==> src/rtl/msb_pkg.sv <==
package msb_pkg;
  localparam int NSIDE = 4;
  localparam int L1_PORTS = 5;

  function automatic int sel_w(input int n);
    return (n > 1) ? $clog2(n) : 1;
  endfunction
endpackage

==> src/rtl/msb_cfg_chain.sv <==
module msb_cfg_chain #(
  parameter int N = 8
) (
  input  logic         clk_i,
  input  logic         rst_ni,
  input  logic         en_i,
  input  logic         d_i,
  output logic         q_o,
  output logic [N-1:0] cfg_o
);
  always_ff @(posedge clk_i or negedge rst_ni) begin
    if (!rst_ni)   cfg_o <= '0;
    else if (en_i) cfg_o <= {d_i, cfg_o[N-1:1]};
  end

  assign q_o = cfg_o[0];
endmodule

==> src/rtl/msb_xbar.sv <==
module msb_xbar #(
  parameter int N_IN  = 4,
  parameter int N_OUT = 4,
  parameter int SW    = 2
) (
  input  logic [N_IN-1:0]     in_i,
  input  logic [N_OUT*SW-1:0] sel_i,
  output logic [N_OUT-1:0]    out_o
);
  for (genvar o = 0; o < N_OUT; o++) begin : g_out
    logic [SW-1:0] s;
    assign s = sel_i[o*SW +: SW];
    if ((1 << SW) > N_IN) begin : g_guard
      // unused codes blank the output
      assign out_o[o] = (int'(s) < N_IN) ? in_i[s] : 1'b0;
    end else begin : g_full
      assign out_o[o] = in_i[s];
    end
  end
endmodule

==> src/rtl/mesh_switch_box.sv <==
module mesh_switch_box
  import msb_pkg::*;
#(
  parameter int W      = 8,
  parameter int CL_IN  = 8,
  parameter int CL_OUT = 8
) (
  input  logic              clk_i,
  input  logic              rst_ni,
  input  logic              cfg_en_i,
  input  logic              cfg_d_i,
  output logic              cfg_q_o,
  input  logic [2*W-1:0]    trk_i,
  output logic [2*W-1:0]    trk_o,
  input  logic [CL_OUT-1:0] clo_i,
  output logic [CL_IN-1:0]  cli_o
);
  localparam int HW   = W / 2;
  localparam int Q2   = CL_OUT / NSIDE;
  localparam int P2   = 2 * W / CL_OUT;
  localparam int Q3   = CL_IN / NSIDE;
  localparam int P3   = 2 * W / CL_IN;
  localparam int S1   = sel_w(L1_PORTS);
  localparam int S2   = sel_w(NSIDE);
  localparam int S3   = sel_w(P3);
  localparam int L1B  = HW * L1_PORTS * S1;
  localparam int L2B  = Q2 * P2 * S2;
  localparam int L3B  = Q3 * NSIDE * S3;
  localparam int NCFG = L1B + L2B + L3B;

  if ((W % 2) != 0 || (CL_IN % NSIDE) != 0 || (CL_OUT % NSIDE) != 0 ||
      (2 * W) % CL_IN != 0 || (2 * W) % CL_OUT != 0) begin : g_bad_params
    $error("mesh_switch_box: W, CL_IN and CL_OUT give non-integer crossbar counts");
  end

  logic [NCFG-1:0] cfg;
  logic [HW-1:0]   l2_out;
  logic [HW-1:0]   l1_dn;

  msb_cfg_chain #(.N(NCFG)) u_chain (
    .clk_i  (clk_i),
    .rst_ni (rst_ni),
    .en_i   (cfg_en_i),
    .d_i    (cfg_d_i),
    .q_o    (cfg_q_o),
    .cfg_o  (cfg)
  );

  // level 1: side-to-side, one track per side per crossbar
  for (genvar k = 0; k < HW; k++) begin : g_l1
    logic [L1_PORTS-1:0] l1_in, l1_out;
    assign l1_in = {l2_out[k], trk_i[3*HW+k], trk_i[2*HW+k], trk_i[HW+k], trk_i[k]};
    msb_xbar #(.N_IN(L1_PORTS), .N_OUT(L1_PORTS), .SW(S1)) u_xbar (
      .in_i  (l1_in),
      .sel_i (cfg[k*L1_PORTS*S1 +: L1_PORTS*S1]),
      .out_o (l1_out)
    );
    for (genvar s = 0; s < NSIDE; s++) begin : g_side
      assign trk_o[s*HW+k] = l1_out[s];
    end
    assign l1_dn[k] = l1_out[NSIDE];
  end

  // level 2: gather one output of each neighbour cluster
  for (genvar m = 0; m < Q2; m++) begin : g_l2
    logic [NSIDE-1:0] l2_in;
    for (genvar c = 0; c < NSIDE; c++) begin : g_cl
      assign l2_in[c] = clo_i[c*Q2+m];
    end
    msb_xbar #(.N_IN(NSIDE), .N_OUT(P2), .SW(S2)) u_xbar (
      .in_i  (l2_in),
      .sel_i (cfg[L1B + m*P2*S2 +: P2*S2]),
      .out_o (l2_out[m*P2 +: P2])
    );
  end

  // level 3: drop one input into each neighbour cluster
  for (genvar n = 0; n < Q3; n++) begin : g_l3
    logic [NSIDE-1:0] l3_out;
    msb_xbar #(.N_IN(P3), .N_OUT(NSIDE), .SW(S3)) u_xbar (
      .in_i  (l1_dn[n*P3 +: P3]),
      .sel_i (cfg[L1B + L2B + n*NSIDE*S3 +: NSIDE*S3]),
      .out_o (l3_out)
    );
    for (genvar c = 0; c < NSIDE; c++) begin : g_cl
      assign cli_o[c*Q3+n] = l3_out[c];
    end
  end
endmodule

==> config.mk <==
export PLATFORM = sky130hd
export DESIGN_NAME = mesh_switch_box
export DESIGN_NICKNAME = d
export VERILOG_FILES = /design/src/rtl/msb_pkg.sv /design/src/rtl/msb_cfg_chain.sv /design/src/rtl/msb_xbar.sv /design/src/rtl/mesh_switch_box.sv
export SDC_FILE = /design/constraint.sdc
export NUM_CORES = 1
export LEC_CHECK = 0
export BUFFER_PORTS_ARGS = -buffer_cell sky130_fd_sc_hd__buf_2
export CORE_ASPECT_RATIO = 1.1
export CORE_MARGIN = 2
export CORE_UTILIZATION = 60
export CTS_CLUSTER_DIAMETER = 100
export DETAILED_ROUTE_END_ITERATION = 8
export PLACE_DENSITY_LB_ADDON = 0.2
export SETUP_SLACK_MARGIN = 0.3
export SLEW_MARGIN = 10
export SYNTH_ARGS = -nofsm -noshare
export SYNTH_HDL_FRONTEND = slang
export SYNTH_SLANG_ARGS = --single-unit
==> constraint.sdc <==
create_clock -name clk_i -period 1.9 [get_ports clk_i]
set_clock_uncertainty 0.05 [all_clocks]
set_input_delay 0.19 -clock clk_i [delete_from_list [all_inputs] [get_ports clk_i]]
set_output_delay 0.19 -clock clk_i [all_outputs]
set_load 0.02 [all_outputs]
Word level (Yosys, flattened, before mapping)
Cells that the tools add are included.

Multiplexer cells: 84. Order comparisons: 52.

Operator list (number): $lt A3 B4 Y1 const B (20); $bmux W1 S3 (20); $lt A3 B3 Y1 const B (20); $mux W1 (60); $lt A1 B2 Y1 const B (8); $lt A2 B3 Y1 const B (4); $bmux W1 S2 (4).

Flip-flop bits (word level): 76. Input port bits: 28. Logic and storage cells: 137. Output and inout port bits: 25.

Depth between registers and ports, before layout
Gate-level depths: netlist (run 1).

Depth in word-level cells: 7. Mapped depth: 3. Depth with buffers taken out: 3.

By module
Synthesis (run 1) repeated with hierarchy kept, for this count alone.

Cell total of the unflattened synthesis: 293. Area, all modules: 4219.0 um^2.

By module, submodules not included: msb_cfg_chain (instances 1, cells each 161, area each 2982.9 um^2); msb_xbar (g_l1[0].u_xbar ...) (instances 4, cells each 30, area each 264.0 um^2); msb_xbar (g_l2[0].u_xbar ...) (instances 2, cells each 2, area each 45.0 um^2); msb_xbar (g_l3[0].u_xbar ...) (instances 2, cells each 4, area each 45.0 um^2).

Worst setup path after synthesis (run 1)
No wires, ideal clock.

Path kind: reg2out. Start point: register u_chain.cfg_o[0]. End point: output trk_o[0]. Cell stages (with the launch flop): 4. Arrival time: 1325 ps. Path slack: 335 ps. Path through: dfrtp_1 mux4_2 inv_1 o21ai_0.

Word-level cells in the longest chain between the ends: 3. Elaborated cells between the ends (all ways): 4. Classes of those cells: order compare (1); mux (3).

Ends and longest elaborated chain: start: declaration (RTL line msb_cfg_chain.sv:9) `output logic [N-1:0] cfg_o`; start signal: assignment (RTL line msb_cfg_chain.sv:13) `else if (en_i) cfg_o <= {d_i, cfg_o[N-1:1]};`; $bmux W1 S3 (RTL line msb_xbar.sv:15) `assign out_o[o] = (int'(s) < N_IN) ? in_i[s] : 1'b0;`; $mux W1 (not written as such) (RTL line msb_xbar.sv:15); $mux W1 * (RTL line msb_xbar.sv:15); end: declaration (RTL line mesh_switch_box.sv:14) `output logic [2*W-1:0] trk_o,`.

Mark *: on every way between the ends. The rest lies on a longest branch, timed or not. The select of a mux whose other input is x is not followed.

Final worst setup path (run 1)
Start point: register u_chain.cfg_o[60]. End point: output cli_o[0].

Word-level cells in the longest chain between the ends: 7.

Ends and longest elaborated chain: $bmux W1 S2 (RTL line msb_xbar.sv:17) `assign out_o[o] = in_i[s];`; $mux W1 (not written as such) (RTL line msb_xbar.sv:17); $bmux W1 S3 (RTL line msb_xbar.sv:15); $mux W1 (not written as such) (RTL line msb_xbar.sv:15); $mux W1 (RTL line msb_xbar.sv:15); $mux W1 (not written as such) (2 in a row) (RTL line msb_xbar.sv:17); end: declaration (RTL line mesh_switch_box.sv:16) `output logic [CL_IN-1:0] cli_o`.

Every way passes these cells. The select of a mux whose other input is x is not followed.

==> summary.md, run 1 <==
| Metric | Value |
|---|---|
| Grt ovf | 0 |
| Design area | 0.00480 mm² |
| Max Freq | 0.497 GHz |
| IO Port Bufs | 52 |
| # fillers | 389 |
| Synth Register Bits | 76 |
| Slew Viols, Final | 0 |
| Critical path capture point type | output pin |
| Clk sinks | 76 |
| Final WL | about 7700 µm |
| Minimum clock period | 2.01 ns |
| Ant diodes | 0 |
| Startpoint Class | flop |
| Number of iterations in the first detailed-routing pass | 4 |
| Initial antenna violation count | 0 |
| Static Leakage | 2.18 nW |
| Number of flip-flops in the largest register | 76 |
| Nets | about 380 |
| CP Class | reg2out |
| Critical Path AT | about 1.8 ns |
| Core Area | 0.00623 mm² |
| Starting Density | 0.623 |
| Die W | roughly 81 µm |
| Critical path data required time | 1.66 ns |
| IO Pins | 53 |
| Top flop regs | u_chain.cfg_o x76 |
| Register Area | 0.00191 mm² |
| Final Core Density | 0.770 |
| Post-Syn Area per Cell | 13.6 µm² |
| Pre-CTS setup slack | roughly 0.26 ns |
| Post-route DRC | 0 |
| Antenna Nets Post-Route | 0 |
| Vias per cell | approximately 6.0 |
| Worst-path clk slew | 0.08 ns |
| Largest net degree at the start of global routing | 77 |
| Drt initial violations | 163 |
| Failing checks | negative setup slack |
| Vias in the first global route | between 2000 and 3000 |
| Post-synthesis cell area | about 0.004 mm² |
| Least-Margin Pin Slew | 0.417 ns |
| Root Buffer | clkbuf_8 |
| Seq/Total Area, Yosys | 0.490 |
| Post-Synthesis Cells | around 290 |
| DP Area | 0.00423 mm² |
| Crit-path max FO | 5 |
| # setup viols final | 19 |
| H-tree depth | 3 |
| Post-route insts no fill | 440 |
| Die Span Y | ~90 µm |
| Post-Syn Nets | 314 |
| Setup TNS | -1.26 ns |
| Setup ws final | -0.113 ns |
| CTS tree | yes |
| Routed WL per cell | 17.4 µm |
| Site Rows | 30 |
| Post-DP HPWL | 4820 µm |
| Total CTS buffers | 9 |
| First-pass GRT wire length | approximately 12000 µm |
| Global Route Usage Sum | 0.224 |
| R2R Setup Slk | 0.83 ns |
| Clk Latency, worst-skew pair | 0.34 ns |
| Synth-to-layout area growth | 23.6% |
| Worst hold path class | in2reg |
| Largest Register | u_chain.cfg_o |
| Distinct cell type count of the synthesized netlist | 16 |
| Share of cells above drive strength 1 | 0.611 |
| # placed instances | 412 |
| Max capacitance violation total | 0 |
| Total number of yosys warnings | 0 |
| CTS Buffer Depth | 2 |
| Fin crit share | 1.06 |
| Final hold vios | 0 |
| PD cells | 1070 mW/mm² |
| RePlAce Congestion | 0.769 |
| Area occupied by multi-input gates | 0.00204 mm² |
| Status | finished with violations |
| Via count | 2624 |
| Slew Limit Headroom | 0.722 |
| Maximum vdd ir drop | roughly 0.93 mV |
| RSZ-0062 raised after global routing | true |
| Die area | 0.00713 mm² |
==> cells in the final DEF, fill, tap and decap left out, types with 2 or more instances in the layout <==
cell and n:
buf_2 35, a221oi_2 4, nor2b_1 4, buf_6 11, nor3b_1 4, a32oi_1 4, a32oi_2 4, buf_12 3
clkinv_4 4, o21ai_1 9, dfrtp_1 73, o21ai_2 7, nand3_1 4, a22oi_2 2, mux2_2 80, mux2_4 4
a221oi_1 4, mux4_2 20, nor2_1 20, dfrtp_2 3, nand3_2 11, inv_1 16, nand2_2 2, buf_4 16
clkbuf_8 9
==> per-stage QoR <==
step | power [mW] | hold WS (ns)
2_1_floorplan | 3.03 | -0.156
3_3_place_gp | 3.41 | 0.0955
3_5_place_dp | 3.45 | 0.108
4_1_cts | 4.87 | 0.0250
5_1_grt | 5.39 | 0.0247
6_report | 5.14 | 0.0325
==> kinds of logic after synthesis <==
kind of cell | count (synthesis) | synth area share
AOI/OAI and AO/OA | 34 | 0.0631
muxes | 104 | 0.360
and+or+nand+nor | 48 | 0.0593
buffers and inverters | 24 | 0.0284
DFF | 76 | 0.490
==> worst max-delay path, cell delays in order (launching register included) <==
cell     delay [ns]
dfrtp_1        0.37
mux4_2         0.61
nand2_1        0.20
a32oi_1        0.09
buf_4          0.18
==> Yosys cell counts (all sizes together) <==
master	count	share of area
mux2	84	0.24
dfrtp	76	0.49
mux4	20	0.12
nor2	20	0.019
inv	16	0.015
nand3	16	0.021
o21ai	16	0.021
a221oi	8	0.018
a32oi	8	0.018
buf	8	0.013
nand2	4	0.0052
nor2b	4	0.0064
nor3b	4	0.0077
a22oi	2	0.0064
==> worst paths after layout <==
check,startpoint,endpoint,cells past startpoint
worst max register to register,u_chain.cfg_o[60],u_chain.cfg_o[59],3
worst min register to register,u_chain.cfg_o[61],u_chain.cfg_o[60],1
max in group asynchronous,rst_ni,u_chain.cfg_o[57],3
min in group asynchronous,rst_ni,u_chain.cfg_o[39],2
worst max-delay path,u_chain.cfg_o[60],cli_o[0],4
worst min-delay path,cfg_d_i,u_chain.cfg_o[75],2
==> report_power, final <==
group	internal (mW)	switching [mW]	total (mW)
Clock	0.613	0.607	1.22
Sequential	1.89	0.305	2.19
Combinational	0.950	0.775	1.73
==> layer usage <==
layer / part of all wire / track usage
met4: 0.011 / 0.0678
met2: 0.51 / 0.371
met1: 0.45 / 0.308
met5: 0 / 0
met3: 0.031 / 0.0408
==> final cells by class <==
cell class	count	area share
Sequential cell	76	0.397
Multi-Input combinational cell	186	0.426
Timing Repair Buffer	66	0.102
Clock buffer	9	0.0258
Clock inverter	7	0.0162
Tap cell	80	0.0209
Inverter	16	0.0125
==> what timing repair did <==
action / 4_1_cts / 5_1_grt
pin swaps: 16 / 11
hold buffers: 1 / 0
gates cloned: 0 / 0
gates resized for setup: 52 / 29
endpoints found under the setup margin: 24 / 24
endpoints found under the hold margin: 16 / 0
buffers inserted: 5 / 6
(Power assumes the default switching activity.)
==> inputs of run 2 (changes only) <==
BUFFER_PORTS_ARGS = default   (was -buffer_cell sky130_fd_sc_hd__buf_2)
CORE_ASPECT_RATIO = 0.8   (was 1.1)
DONT_BUFFER_PORTS = 1   (was default)
==> run 2 against run 1 <==
Against the previous run:
- the run ends with negative hold slack, negative setup slack left
- flip-flop and latch count unchanged
- final area up 8.8%
- critical path depth unchanged
- sequential power up 2%
- first-iteration DRC count down 24%
- via count up 3.4%
- cell count up 1.8%
- core utilization up 5.7 points
- sequential share of layout area down 3.2 points
- hold slack worse by 0.57 ns
- worst setup slack worse by 0.035 ns
- highest routed layer unchanged
==> summary.md, run 2 (same netlist as run 1, synthesis figures left out) <==
| Metric | Value |
|---|---|
| Ant diodes | 0 (unchanged) |
| Max capacitance violation total | 0 (unchanged) |
| Vias per cell | 6.06 (+1.6%) |
| RePlAce Congestion | 0.757 (-1.5%) |
| Area occupied by multi-input gates | 0.00223 mm² (+9.3%) |
| Number of flip-flops in the largest register | 76 (unchanged) |
| Hold WS | -0.537 ns (-0.570 ns) |
| Commonest non-fill, non-tap cell in the layout | mux2_2 |
| IO Pins | 53 (unchanged) |
| CP Class | reg2out |
| Worst hold path class | in2async |
| CTS tree | yes |
| IO Port Bufs | 0 (-100%) |
| Initial antenna violation count | 0 (unchanged) |
| Drt initial violations | 124 (-24%) |
| Worst-path clk slew | 0.09 ns (about the same) |
| Setup ws final | -0.148 ns (-0.0346 ns) |
| Die area | 0.00714 mm² (about the same) |
| Critical Path AT | 1.81 ns (+0.04 ns) |
| Register Area | 0.00191 mm² (about the same) |
| Max Freq | 0.488 GHz (-1.7%) |
| # fillers | 306 (-21%) |
| Startpoint Class | flop |
| Die W | 94.0 µm (+16%) |
| Post-route DRC | 0 (unchanged) |
| Site Rows | 26 (-13%) |
| Via count | 2714 (+3.4%) |
| Crit-path max FO | 5 (unchanged) |
| Routed WL per cell | 20.8 µm (+19%) |
| Largest net degree at the start of global routing | 77 (unchanged) |
| Maximum vdd ir drop | 0.836 mV (-10%) |
| Core Area | 0.00631 mm² (+1.3%) |
| PD cells | 1090 mW/mm² (+1.9%) |
| # setup viols final | 16 (-3) |
| Critical path data required time | 1.66 ns (about the same) |
| Register-to-Register Path Depth | 3 (unchanged) |
| Slew Viols, Final | 0 (unchanged) |
| Die Span Y | 76.0 µm (-14%) |
| Antenna Nets Post-Route | 0 (unchanged) |
| Final hold vios | 76 (+76) |
| Clk Latency, worst-skew pair | 0.36 ns (+0.02 ns) |
| Vias in the first global route | 2705 (+7.8%) |
| First-pass GRT wire length | 13800 µm (+14%) |
| Post-DP HPWL | 4440 µm (-7.9%) |
| Critical path capture point type | output pin |
| Most frequent cells in the layout | 79 x mux2_2, 72 x dfrtp_1, 44 x dlygate4sd3_1 |
| RSZ-0062 raised after global routing | true |
| Status | finished with violations |
| Clk sinks | 76 (unchanged) |
| Minimum clock period | 2.05 ns (+0.0346 ns) |
| Global Route Usage Sum | 0.249 (+0.0251) |
| Top flop regs | u_chain.cfg_o x76 |
| # hold bufs at CTS | 45 (+44) |
| Number of iterations in the first detailed-routing pass | 4 (unchanged) |
| End of the worst register-to-register path | u_chain.cfg_o[57] |
| Largest Register | u_chain.cfg_o |
| H-tree depth | 3 (unchanged) |
| Nets | 387 (+1.0%) |
| Total CTS buffers | 9 (unchanged) |
| Slew Limit Headroom | 0.716 (-0.00651) |
| Final WL | 9310 µm (+22%) |
| R2R Setup Slk | 0.31 ns (-0.52 ns) |
| Fin crit share | 1.08 (+0.0182) |
| Starting Density | 0.615 (-0.00791) |
| Failing checks | negative hold slack, negative setup slack |
| Least-Margin Pin Slew | 0.425 ns (+0.00819 ns) |
| CTS Buffer Depth | 2 (unchanged) |
| Setup TNS | -1.43 ns (-0.166 ns) |
| RR Startpoint | u_chain.cfg_o[57] |
| Root Buffer | clkbuf_8 |
| Synth-to-layout area growth | 34.5% |
| Grt ovf | 0 (unchanged) |
| Share of cells above drive strength 1 | 0.536 (-0.0754) |
| Static Leakage | 2.34 nW (+7.3%) |
| Final Core Density | 0.828 (+0.0572) |
-- run 2: changes by cell type in the layout (fill, tap and decap cells not counted), moves of 3 or more --
cell	previous run	this run
nand3_4	1	9
nand3_2	11	6
o21ai_1	9	1
dlygate4sd3_1	1	44
buf_2	35	0
clkinv_4	4	0
nand3_1	4	1
buf_6	11	8
o21ai_4	0	10
-- run 2: final cells by class --
type | count | share of cell area
well taps | 84 | 0.0201
repair buffers | 70 | 0.130
clock inverters | 7 | 0.0220
flip-flops and latches | 76 | 0.365
clock buffers | 9 | 0.0237
inverters | 16 | 0.0115
multi-input cells | 186 | 0.428
-- run 2: power by group --
group,internal [mW],switching (mW)
Sequential,1.89,0.344
Combinational,1.13,0.844
Clock,0.867,0.628
Total,3.88,1.82
-- run 2: critical path, stage by stage (launching register included) --
cell and delay [ns]:
dfrtp_1 0.39, mux4_2 0.65, nand2_4 0.13, a32oi_1 0.11
buf_4 0.18
-- run 2: worst max path at each step --
stage                            startpoint       end  slack, ns
final                     u_chain.cfg_o[62]  cli_o[2]      -0.15
after global routing      u_chain.cfg_o[62]  cli_o[4]      -0.21
after floorplan            u_chain.cfg_o[0]  trk_o[0]       0.33
after global placement    u_chain.cfg_o[62]  cli_o[0]       0.26
after detailed placement  u_chain.cfg_o[62]  cli_o[0]       0.22
after CTS                 u_chain.cfg_o[62]  cli_o[0]      -0.13
-- run 2: repair_timing --
action | CTS | global route
hold endpoints to repair | 152 | 76
buffers inserted | 10 | 5
pin swaps | 7 | 6
setup endpoints to repair | 24 | 24
gates resized for setup | 50 | 45
-- run 2: metrics by stage --
step	setup WS, ns	power [mW]	instances	area [µm²]
after floorplan	0.335	3.03	286	3880
after global placement	0.257	3.28	372	4010
after CTS	-0.131	5.26	443	4950
after global routing	-0.212	5.93	448	5220
final	-0.148	5.69	448	5220
after detailed placement	0.217	3.31	372	4010
-- run 2: metal layers --
metal / GRT usage / up-vias / wire [µm]
li1: - / 1240 / -
met1: 0.354 / 1402 / 3930
met2: 0.366 / 56 / 4800
met3: 0.0795 / 16 / 424
met4: 0.0870 / 0 / 156
met5: 0 / - / 0
